===== config.mk =====
export PLATFORM = sky130hd
export DESIGN_NAME = dataPort
export DESIGN_NICKNAME = d
export VERILOG_FILES = /design/src/rtl/dport_pkg.sv /design/src/rtl/byteFifo.sv /design/src/rtl/dataPortCtl.sv /design/src/rtl/dataPortPath.sv /design/src/rtl/dataPort.sv
export SDC_FILE = /design/constraint.sdc
export NUM_CORES = 1
export LEC_CHECK = 0
export BUFFER_PORTS_ARGS = -buffer_cell sky130_fd_sc_hd__buf_2
export CORE_MARGIN = 2
export CORE_UTILIZATION = 55
export DETAILED_ROUTE_END_ITERATION = 16
export PLACE_DENSITY = 0.87
export SETUP_SLACK_MARGIN = 0.3
export SYNTH_ARGS = -nofsm -noshare
export SYNTH_HDL_FRONTEND = slang
export SYNTH_SLANG_ARGS = --single-unit

===== constraint.sdc =====
create_clock -name clk -period 5.24 [get_ports clk]
set_input_delay 1.572 -clock clk [delete_from_list [all_inputs] [get_ports clk]]
set_output_delay 1.572 -clock clk [all_outputs]
set_load 0.1 [all_outputs]

===== src/rtl/dport_pkg.sv =====
package dport_pkg;
  localparam int MERGE_BYTES = 4;
  localparam int NW = $clog2(MERGE_BYTES + 1);

  typedef enum logic [2:0] {
    SEL_FMT    = 3'd0,
    SEL_CTRL   = 3'd1,
    SEL_STATUS = 3'd2,
    SEL_DATA   = 3'd3,
    SEL_CONFIG = 3'd4
  } regSel_t;

  typedef struct packed {
    logic [NW-1:0] txPushN;
    logic [NW-1:0] rxPopN;
    logic          txFlush;
    logic          rxFlush;
    logic          txOvf;
    logic          rxUdf;
  } dpStrobe_t;
endpackage


===== src/rtl/byteFifo.sv =====
module byteFifo #(
  parameter int DEPTH_CODE = 2,
  parameter int LANES = 4,
  localparam int DEPTH = 1 << (DEPTH_CODE + 1),
  localparam int AW = DEPTH_CODE + 1,
  localparam int CW = AW + 1,
  localparam int NW = $clog2(LANES + 1)
) (
  input  logic                  clk,
  input  logic                  rstN,
  input  logic                  flush,
  input  logic [NW-1:0]         pushN,
  input  logic [LANES-1:0][7:0] din,
  input  logic [NW-1:0]         popN,
  output logic [LANES-1:0][7:0] dout,
  output logic [CW-1:0]         count
);
  logic [7:0]    mem [DEPTH];
  logic [AW-1:0] wrPtr;
  logic [AW-1:0] rdPtr;

  always_ff @(posedge clk) begin
    if (!flush) begin
      for (int i = 0; i < LANES; i++) begin
        if (NW'(i) < pushN) mem[wrPtr + AW'(i)] <= din[i];
      end
    end
  end

  always_ff @(posedge clk or negedge rstN) begin
    if (!rstN) begin
      wrPtr <= '0;
      rdPtr <= '0;
      count <= '0;
    end else if (flush) begin
      wrPtr <= '0;
      rdPtr <= '0;
      count <= '0;
    end else begin
      wrPtr <= wrPtr + AW'(pushN);
      rdPtr <= rdPtr + AW'(popN);
      count <= count + CW'(pushN) - CW'(popN);
    end
  end

  for (genvar g = 0; g < LANES; g++) begin : gLane
    assign dout[g] = mem[rdPtr + AW'(g)];
  end

  assert_no_overflow_R4: assert property (@(posedge clk) disable iff (!rstN)
    !flush |-> (CW'(pushN) <= CW'(DEPTH) - count));
  assert_no_underflow_R4: assert property (@(posedge clk) disable iff (!rstN)
    !flush |-> (CW'(popN) <= count));
endmodule


===== src/rtl/dataPortCtl.sv =====
module dataPortCtl
  import dport_pkg::*;
#(
  parameter int TX_CODE = 3,
  parameter int RX_CODE = 3,
  localparam int TX_DEPTH = 1 << (TX_CODE + 1),
  localparam int TCW = TX_CODE + 2,
  localparam int RCW = RX_CODE + 2
) (
  input  logic           clk,
  input  logic           rstN,
  input  logic           regWrEn,
  input  logic           regRdEn,
  input  logic [2:0]     regAddr,
  input  logic [31:0]    regWdata,
  output logic [31:0]    regRdata,
  input  logic [TCW-1:0] txLevel,
  input  logic [RCW-1:0] rxLevel,
  input  logic           txErr,
  input  logic           rxErr,
  input  logic [31:0]    rxWord,
  output dpStrobe_t      strobe,
  output logic           txDmaEn,
  output logic           rxDmaEn,
  output logic           engineRst
);
  regSel_t       regSel;
  logic          merge;
  logic [4:0]    fmtLen;
  logic          engPend, rxPend, txPend;
  logic [NW-1:0] accBytes;
  logic [TCW-1:0] txFree;
  logic          txFullFlag, rxEmptyFlag;
  logic          dataWr, dataRd, ctrlWr;

  assign regSel      = regSel_t'(regAddr);
  assign accBytes    = merge ? NW'(MERGE_BYTES) : NW'(1);
  assign txFree      = TCW'(TX_DEPTH) - txLevel;
  assign txFullFlag  = txFree < TCW'(accBytes);
  assign rxEmptyFlag = rxLevel < RCW'(accBytes);
  assign dataWr      = regWrEn && (regSel == SEL_DATA);
  assign dataRd      = regRdEn && (regSel == SEL_DATA);
  assign ctrlWr      = regWrEn && (regSel == SEL_CTRL);

  always_comb begin
    strobe.txFlush = txPend;
    strobe.rxFlush = rxPend;
    strobe.txPushN = (dataWr && !txFullFlag && !txPend) ? accBytes : '0;
    strobe.rxPopN  = (dataRd && !rxEmptyFlag && !rxPend) ? accBytes : '0;
    strobe.txOvf   = dataWr && txFullFlag && !txPend;
    strobe.rxUdf   = dataRd && rxEmptyFlag && !rxPend;
  end

  always_ff @(posedge clk or negedge rstN) begin
    if (!rstN) begin
      merge   <= 1'b0;
      fmtLen  <= 5'd7;
      engPend <= 1'b0;
      rxPend  <= 1'b0;
      txPend  <= 1'b0;
      rxDmaEn <= 1'b0;
      txDmaEn <= 1'b0;
    end else begin
      engPend <= 1'b0;
      rxPend  <= 1'b0;
      txPend  <= 1'b0;
      if (regWrEn) begin
        case (regSel)
          SEL_FMT: begin
            merge  <= regWdata[7];
            fmtLen <= regWdata[12:8];
          end
          SEL_CTRL: begin
            engPend <= regWdata[0];
            rxPend  <= regWdata[1];
            txPend  <= regWdata[2];
            rxDmaEn <= regWdata[3];
            txDmaEn <= regWdata[4];
          end
          default: ;
        endcase
      end
    end
  end

  assign engineRst = engPend;

  always_comb begin
    regRdata = '0;
    case (regSel)
      SEL_FMT: begin
        regRdata[7]    = merge;
        regRdata[12:8] = fmtLen;
      end
      SEL_CTRL: regRdata[4:0] = {txDmaEn, rxDmaEn, txPend, rxPend, engPend};
      SEL_STATUS: begin
        regRdata[14] = rxEmptyFlag;
        regRdata[23] = txFullFlag;
        regRdata[24] = txErr;
        regRdata[25] = rxErr;
      end
      SEL_DATA: begin
        if (!rxEmptyFlag && !rxPend)
          regRdata = merge ? rxWord : {24'b0, rxWord[7:0]};
      end
      SEL_CONFIG: regRdata[7:0] = {4'(TX_CODE), 4'(RX_CODE)};
      default: ;
    endcase
  end

  // a reset request lasts one cycle unless it is written again
  assert_reset_pulse_R6: assert property (@(posedge clk) disable iff (!rstN)
    ((engPend || rxPend || txPend) && !ctrlWr) |=> !(engPend || rxPend || txPend));
endmodule


===== src/rtl/dataPortPath.sv =====
module dataPortPath
  import dport_pkg::*;
#(
  parameter int TX_CODE = 3,
  parameter int RX_CODE = 3,
  localparam int TX_DEPTH = 1 << (TX_CODE + 1),
  localparam int RX_DEPTH = 1 << (RX_CODE + 1),
  localparam int TCW = TX_CODE + 2,
  localparam int RCW = RX_CODE + 2
) (
  input  logic           clk,
  input  logic           rstN,
  input  dpStrobe_t      strobe,
  input  logic [31:0]    regWdata,
  input  logic           txDmaEn,
  input  logic           rxDmaEn,
  output logic [TCW-1:0] txLevel,
  output logic [RCW-1:0] rxLevel,
  output logic           txErr,
  output logic           rxErr,
  output logic [31:0]    rxWord,
  output logic           txAvail,
  input  logic           txPop,
  output logic [7:0]     txByte,
  output logic           rxSpace,
  input  logic           rxPush,
  input  logic [7:0]     rxByte,
  output logic           txDmaReq,
  output logic           rxDmaReq
);
  logic [MERGE_BYTES-1:0][7:0] txDout, rxDout, rxDin;
  logic [NW-1:0] txPopN, rxPushN;

  assign txAvail = txLevel != '0;
  assign rxSpace = rxLevel != RCW'(RX_DEPTH);
  assign txPopN  = (txPop && txAvail) ? NW'(1) : '0;
  assign rxPushN = (rxPush && rxSpace) ? NW'(1) : '0;
  assign rxDin   = {MERGE_BYTES{rxByte}};
  assign txByte  = txDout[0];
  assign rxWord  = rxDout;

  byteFifo #(.DEPTH_CODE(TX_CODE), .LANES(MERGE_BYTES)) txFifo (
    .clk(clk), .rstN(rstN), .flush(strobe.txFlush),
    .pushN(strobe.txPushN), .din(regWdata), .popN(txPopN),
    .dout(txDout), .count(txLevel));

  byteFifo #(.DEPTH_CODE(RX_CODE), .LANES(MERGE_BYTES)) rxFifo (
    .clk(clk), .rstN(rstN), .flush(strobe.rxFlush),
    .pushN(rxPushN), .din(rxDin), .popN(strobe.rxPopN),
    .dout(rxDout), .count(rxLevel));

  always_ff @(posedge clk or negedge rstN) begin
    if (!rstN) begin
      txErr <= 1'b0;
      rxErr <= 1'b0;
    end else begin
      if (strobe.txFlush) txErr <= 1'b0;
      else if (strobe.txOvf) txErr <= 1'b1;
      if (strobe.rxFlush) rxErr <= 1'b0;
      else if (strobe.rxUdf) rxErr <= 1'b1;
    end
  end

  assign txDmaReq = txDmaEn && ((TCW'(TX_DEPTH) - txLevel) >= TCW'(TX_DEPTH / 2));
  assign rxDmaReq = rxDmaEn && (rxLevel >= RCW'(RX_DEPTH / 2));

  assert_flush_empties_R6: assert property (@(posedge clk) disable iff (!rstN)
    (strobe.txFlush && strobe.rxFlush) |=> (txLevel == '0 && rxLevel == '0));
  assert_sticky_tx_R4: assert property (@(posedge clk) disable iff (!rstN)
    (txErr && !strobe.txFlush) |=> txErr);
  assert_sticky_rx_R4: assert property (@(posedge clk) disable iff (!rstN)
    (rxErr && !strobe.rxFlush) |=> rxErr);
endmodule


===== src/rtl/dataPort.sv =====
module dataPort
  import dport_pkg::*;
#(
  parameter int TX_DEPTH_CODE = 3,
  parameter int RX_DEPTH_CODE = 3,
  localparam int TCW = TX_DEPTH_CODE + 2,
  localparam int RCW = RX_DEPTH_CODE + 2
) (
  input  logic        clk,
  input  logic        rstN,
  input  logic        regWrEn,
  input  logic        regRdEn,
  input  logic [2:0]  regAddr,
  input  logic [31:0] regWdata,
  output logic [31:0] regRdata,
  output logic        txAvail,
  input  logic        txPop,
  output logic [7:0]  txByte,
  output logic        rxSpace,
  input  logic        rxPush,
  input  logic [7:0]  rxByte,
  output logic        engineRst,
  output logic        txDmaReq,
  output logic        rxDmaReq
);
  dpStrobe_t      strobe;
  logic [TCW-1:0] txLevel;
  logic [RCW-1:0] rxLevel;
  logic           txErr, rxErr, txDmaEn, rxDmaEn;
  logic [31:0]    rxWord;

  dataPortCtl #(.TX_CODE(TX_DEPTH_CODE), .RX_CODE(RX_DEPTH_CODE)) ctl (
    .clk(clk), .rstN(rstN), .regWrEn(regWrEn), .regRdEn(regRdEn),
    .regAddr(regAddr), .regWdata(regWdata), .regRdata(regRdata),
    .txLevel(txLevel), .rxLevel(rxLevel), .txErr(txErr), .rxErr(rxErr),
    .rxWord(rxWord), .strobe(strobe), .txDmaEn(txDmaEn), .rxDmaEn(rxDmaEn),
    .engineRst(engineRst));

  dataPortPath #(.TX_CODE(TX_DEPTH_CODE), .RX_CODE(RX_DEPTH_CODE)) path (
    .clk(clk), .rstN(rstN), .strobe(strobe), .regWdata(regWdata),
    .txDmaEn(txDmaEn), .rxDmaEn(rxDmaEn), .txLevel(txLevel), .rxLevel(rxLevel),
    .txErr(txErr), .rxErr(rxErr), .rxWord(rxWord), .txAvail(txAvail),
    .txPop(txPop), .txByte(txByte), .rxSpace(rxSpace), .rxPush(rxPush),
    .rxByte(rxByte), .txDmaReq(txDmaReq), .rxDmaReq(rxDmaReq));
endmodule


* Word level (Yosys, flattened, before mapping)
Memory sizes are Yosys's and may differ from the RTL's.
Cells that the tools add are included.
** Word-level totals
- Bits in registers :: 39
- Bits in writable memories :: 256
- Input bits :: 49
- Output and inout port bits :: 45
- Logic and storage cells :: 145
- Memories :: 2
** Memories
- path.rxFifo.mem :: words 16, bits a word 8, read ports 4, clocked after memory_dff 0, wr ports 1, line byteFifo.sv:18 : logic [7:0] mem [DEPTH];
- path.txFifo.mem :: words 16, bits a word 8, read ports 1, clocked after memory_dff 0, wr ports 4, line byteFifo.sv:18
** Operators by class
- Add/subtract/negate cells :: 18
- $lt $le $gt $ge :: 12
- Equality and inequality tests :: 5
- Multiplexer cells :: 65
- Reductions and logical operators :: 28
** Operator list (number)
- 32-bit 2-to-1 mux :: 2
- 1-bit 2-to-1 mux :: 40
- 8-bit 2-to-1 mux :: 4
- 4-bit 2-to-1 mux :: 7
- 4-bit by 2-bit adder with 4-bit output, second input constant :: 6
- 8-bit OR reduction :: 3
- 4-bit by 3-bit adder with 4-bit output :: 4
- 1-bit logical AND :: 15
- 5-bit one-hot mux with 3 select lines :: 1
- 4-bit by 1-bit adder with 4-bit output, second input constant :: 3
- 1-bit by 3-bit less-than comparator with 1-bit output, first input constant :: 4
- 2-bit by 3-bit less-than comparator with 1-bit output, first input constant :: 4
- 5-bit by 3-bit adder with 5-bit output :: 2
- 5-bit by 4-bit >= comparator with 1-bit output, second input constant :: 2
- 5-bit by 3-bit less-than comparator with 1-bit output :: 2
- 5-bit 2-to-1 mux :: 2
- 5-bit one-hot mux with 2 select lines :: 1
- 5-bit by 3-bit subtractor with 5-bit output :: 2
- 3-bit 2-to-1 mux :: 3
- 3-bit by 2-bit == test with 1-bit output, second input constant :: 2
- 6-bit 2-to-1 mux :: 1
- 3-bit one-hot mux with 2 select lines :: 1
- 5-bit != test, second input constant :: 1
- 5-bit nonzero test :: 1
- 9 further kinds :: 15

* Depth between registers and ports, before layout
- Word-level depth :: 11
- Mapped depth :: 17
- Gate-level depth less buffers :: 16

* Modules after synthesis
A second synthesis with hierarchy kept.
** Second synthesis, totals
- Cell total of the unflattened synthesis :: 2925
- Area total of the unflattened synthesis :: 28478.6 um^2
** By module, submodules not included
- byteFifo (path.txFifo) :: instances 1, cells an instance 1441, area each 13754.4 um^2, seq. area each 4169.0 um^2
- byteFifo (path.rxFifo) :: instances 1, cells an instance 1358, area each 13560.5 um^2, seq. area each 4169.0 um^2
- dataPortCtl :: instances 1, cells an instance 106, area each 996.0 um^2, seq. area each 279.0 um^2
- dataPortPath :: instances 1, cells an instance 20, area each 167.7 um^2, seq. area each 50.0 um^2

* Worst setup path after synthesis
OpenSTA, ideal clock, no wires.
- Path type :: register to output
- Start :: reg path.rxFifo.rdPtr[0]
- End :: out regRdata[13]
- Arrival :: 5.483 ns
- Data required time :: 3.668 ns
- Setup slack :: -1.815 ns
- Cell stages (with the launch flop) :: 13
- Path buffers :: 7
- Cells stage by stage :: dfrtp_1 > buf_2 > buf_2 > buf_2 > clkbuf_1 > inv_1 > ha_1 > clkbuf_1 > clkbuf_1 > clkbuf_1 > mux4_2 > mux2i_1 > a211oi_1
** On the way
- Cells in the longest elaborated chain, start to end :: 5
** Ends and longest elaborated chain
- from (decl) :: line byteFifo.sv:20 : logic [AW-1:0] rdPtr;
- from (signal assigned) :: line byteFifo.sv:41 : rdPtr <= rdPtr + AW'(popN);
- 4-bit by 1-bit adder with 4-bit output :: line byteFifo.sv:47 : assign dout[g] = mem[rdPtr + AW'(g)];
- memory 16 x 8 bit
- 32-bit 2-to-1 mux :: line dataPortCtl.sv:104 : regRdata = merge ? rxWord : {24'b0, rxWord[7:0]};
- 32-bit 2-to-1 mux :: line dataPortCtl.sv:103 : if (!rxEmptyFlag && !rxPend)
- 1-bit 2-to-1 mux :: line dataPortCtl.sv:90 : case (regSel)
- to (decl) :: line dataPort.sv:15 : output logic [31:0] regRdata,
No other way between the ends.

* Worst setup path in the final report
- Start :: reg path.rxFifo.rdPtr[0]
- End :: out regRdata[8]
** On the way
- Cells in the longest elaborated chain, start to end :: 5
** Ends and longest elaborated chain (line)
- 4-bit by 1-bit adder with 4-bit output :: byteFifo.sv:47
- memory 16 x 8 bit
- 32-bit 2-to-1 mux :: dataPortCtl.sv:104
- 32-bit 2-to-1 mux :: dataPortCtl.sv:103
- 5-bit one-hot mux with 2 select lines :: dataPortCtl.sv:90
No other way between the ends.

==> reports/qor.txt <==
Syn Nets: 1613
Count of pins over their slew limit: 0
EDFF count, synth: 256
Worst-Margin Slew: 1.322 ns
Top FF cell, synth: edfxtp_1
Grt ovf: 0
Worst VDD drop: 0.0008404 V
DR pass1 iterations: 12
Non-Filler Instances: 2050
DR vias: 15616
Fin area: 21820 µm²
Layout cells sized above 1: 28.19%
Average size of a mapped cell: 12.48 µm²
Routability cong.: 1.021
Post-synth design cell area: 19100 µm²
Core ar.: 34370 µm²
Area share of the largest cell type after synthesis: 40.24%
Met1 usage: 43.97%
R2r worst-path depth: 7
Seq/Total Area, Yosys: 45.37%
Status: complete, no violations
CTS max path bufs: 3
Total Routed Length: 63.76 mm
Tmin final: 4.923 ns
YS warnings: 0
Clock Sinks: 295
Horiz. Die Dim: 190.4 µm
Largest net degree at the start of global routing: 64
Crit-path max FO: 32
Global-route wire length before repair: 94.58 mm
MaxCap Viol Count: 0
Hold Path Depth: 1
Placed insts: 1982
FF+latch count, synth: 295
Die Ht: 190.4 µm
Type of origin of the critical path: flip-flop
Synth top area cells: edfxtp_1 (40%), mux4_2 (18%), mux2i_1 (7.9%)
Total CTS buffers: 34
Vias in the first global route: 15231
Dpl hpwl: 41.11 mm
Final core occ: 63.47%
Site Rows: 68
Top Usage Layer GRT: met2
H-tree depth: 2
Overall power: 12.11 mW
Commonest cells in the netlist: edfxtp_1 (256), mux4_2 (152), mux2i_1 (151)
Worst setup EP type: output pin
Post-CTS Setup Bufs: 0
Root Buffer: clkbuf_16
Met2 Use GR: 53.83%
P_leak: 8.167 nW
Crit path required time: 3.67 ns
Gate Count Post-Synth: 1531
Drt first-iter violations: 2769
Unique masters post-synth: 66
Area of placed instances: 20670 µm²
Clk_lat worst skew: 0.55 ns
Clock transition at path regs: 0.06 ns
Initial Util: 55.57%
Clock Skew: 0.03475 ns
Final-report hold violation count: 0
Nets@finish: 1646
Setup CP Type: flip-flop to output pin
Io pins: 94
Layout area overhead: 14.21%
Via density per instance: 7.618
RSZ-0062 raised after global routing: no
DRT antenna net count: 0
CP cell instances: inv_1 -> ha_2 -> buf_12 -> mux4_2 -> mux2_2 -> o21ai_0 -> o21ai_4 -> buf_12
Hold buffer count at CTS: 0
Hold Path Class: flip-flop to flip-flop
Count leader, synth: edfxtp_1
Detailed-route wire length per cell: 31.10 µm
Final setup vio count: 0
Worst slew margin: 11.55%
Final period util: 93.94%
Synth async-reset ratio: 13.22%
CTS tree: yes
Max Fclk: 203.1 MHz
Die area: 36240 µm²
Met3 Use GR: 10.89%
Cell taking the most area after synthesis: edfxtp_1
Slowest cell on the critical path: dfrtp_4
Initial antenna violation count: 7
Crit path DAT: 3.35 ns
DRC: 0
PortBufs: 93
Most used cell, CP: buf_12
Pwr dens: 555.2 nW/µm²
Crit path largest cell delay: 0.63 ns
Overall Global Routing Usage: 34.92%
-- state kept, by name (all words and copies together) (netlist names) --
signal,flops
path.rxFifo.mem,128
path.txFifo.mem,128
ctl.fmtLen,5
path.rxFifo.count,5
path.txFifo.count,5
path.rxFifo.rdPtr,4
path.rxFifo.wrPtr,4
path.txFifo.rdPtr,4
path.txFifo.wrPtr,4
ctl.engineRst,1
ctl.merge,1
ctl.rxDmaEn,1
ctl.rxPend,1
ctl.txDmaEn,1
ctl.txPend,1
path.rxErr,1
path.txErr,1
-- worst max-delay path: cells and delay by family, from the launching register on --
kind            cells  cell delay [ns]
compound gates      2             0.63
fa+ha+maj           1             0.39
buf+inv             3             0.53
flops               1             0.63
mux                 2             0.62
-- through the flow --
step                      hold slack, ns  setup slack [ns]  setup TNS, ns
after floorplan                   0.4629          -0.09575        -0.1915
after global placement            0.4931            0.3968              0
after detailed placement          0.4971            0.3509              0
after CTS                         0.5171            0.3123              0
after global routing              0.5334            0.2971              0
final                             0.5105            0.3173              0
-- area by class of cell --
type,count,area (µm²)
multi-input cells,1059,10050
well taps,455,569.3
repair buffers,147,1331
inverters,27,101.3
fillers,2418,12560
clock inverters,19,160.2
diodes,6,15.01
flip-flops and latches,295,8673
clock buffers,42,912.1
-- cell usage in the layout (no fill, tap or decap), drive strengths merged, types with 42 or more instances in the layout --
cell type,count
a21oi,109
buf,146
mux2,42
o22ai,109
mux2i,151
nor2,94
edfxtp,256
mux4,152
nand2,81
clkbuf,43
-- path summary, 6_finish.rpt --
kind | start | endpoint | slack [ns]
max in group asynchronous | rstN | path.rxFifo.rdPtr[0] | 3.33
worst min-delay path | ctl.fmtLen[3] | ctl.fmtLen[3] | 0.51
worst min register to register | ctl.fmtLen[3] | ctl.fmtLen[3] | 0.51
min in group asynchronous | rstN | ctl.rxPend | 1.19
worst max register to register | path.txFifo.wrPtr[2] | path.txFifo.mem[13][1] | 1.19
worst max-delay path | path.rxFifo.rdPtr[0] | regRdata[8] | 0.32
-- power breakdown --
group | switching [mW] | internal (mW)
logic | 3.94 | 2.57
registers | 0.397 | 2.85
clock network | 1.02 | 1.34
total | 5.35 | 6.76
-- what timing repair did --
item,in CTS,in global routing
setup endpoints to repair,2,16
gates cloned,0,1
resized for setup,2,3
-- cells by family after synthesis --
family	after synthesis	synth area share, %
fa+ha+maj	33	2.240
mux	345	28.31
compound gates	334	10.95
flops	295	45.37
simple gates	320	8.194
buf+inv	177	3.694
xor+xnor	27	1.238
-- routing by layer --
layer  wire length [µm]  up-vias
met5                 26        -
met4               4598        4
met3               9385      407
met2              28880     1592
met1              20870     7481
li1                   -     6132
No activity file was read; power rests on OpenSTA's default activity.
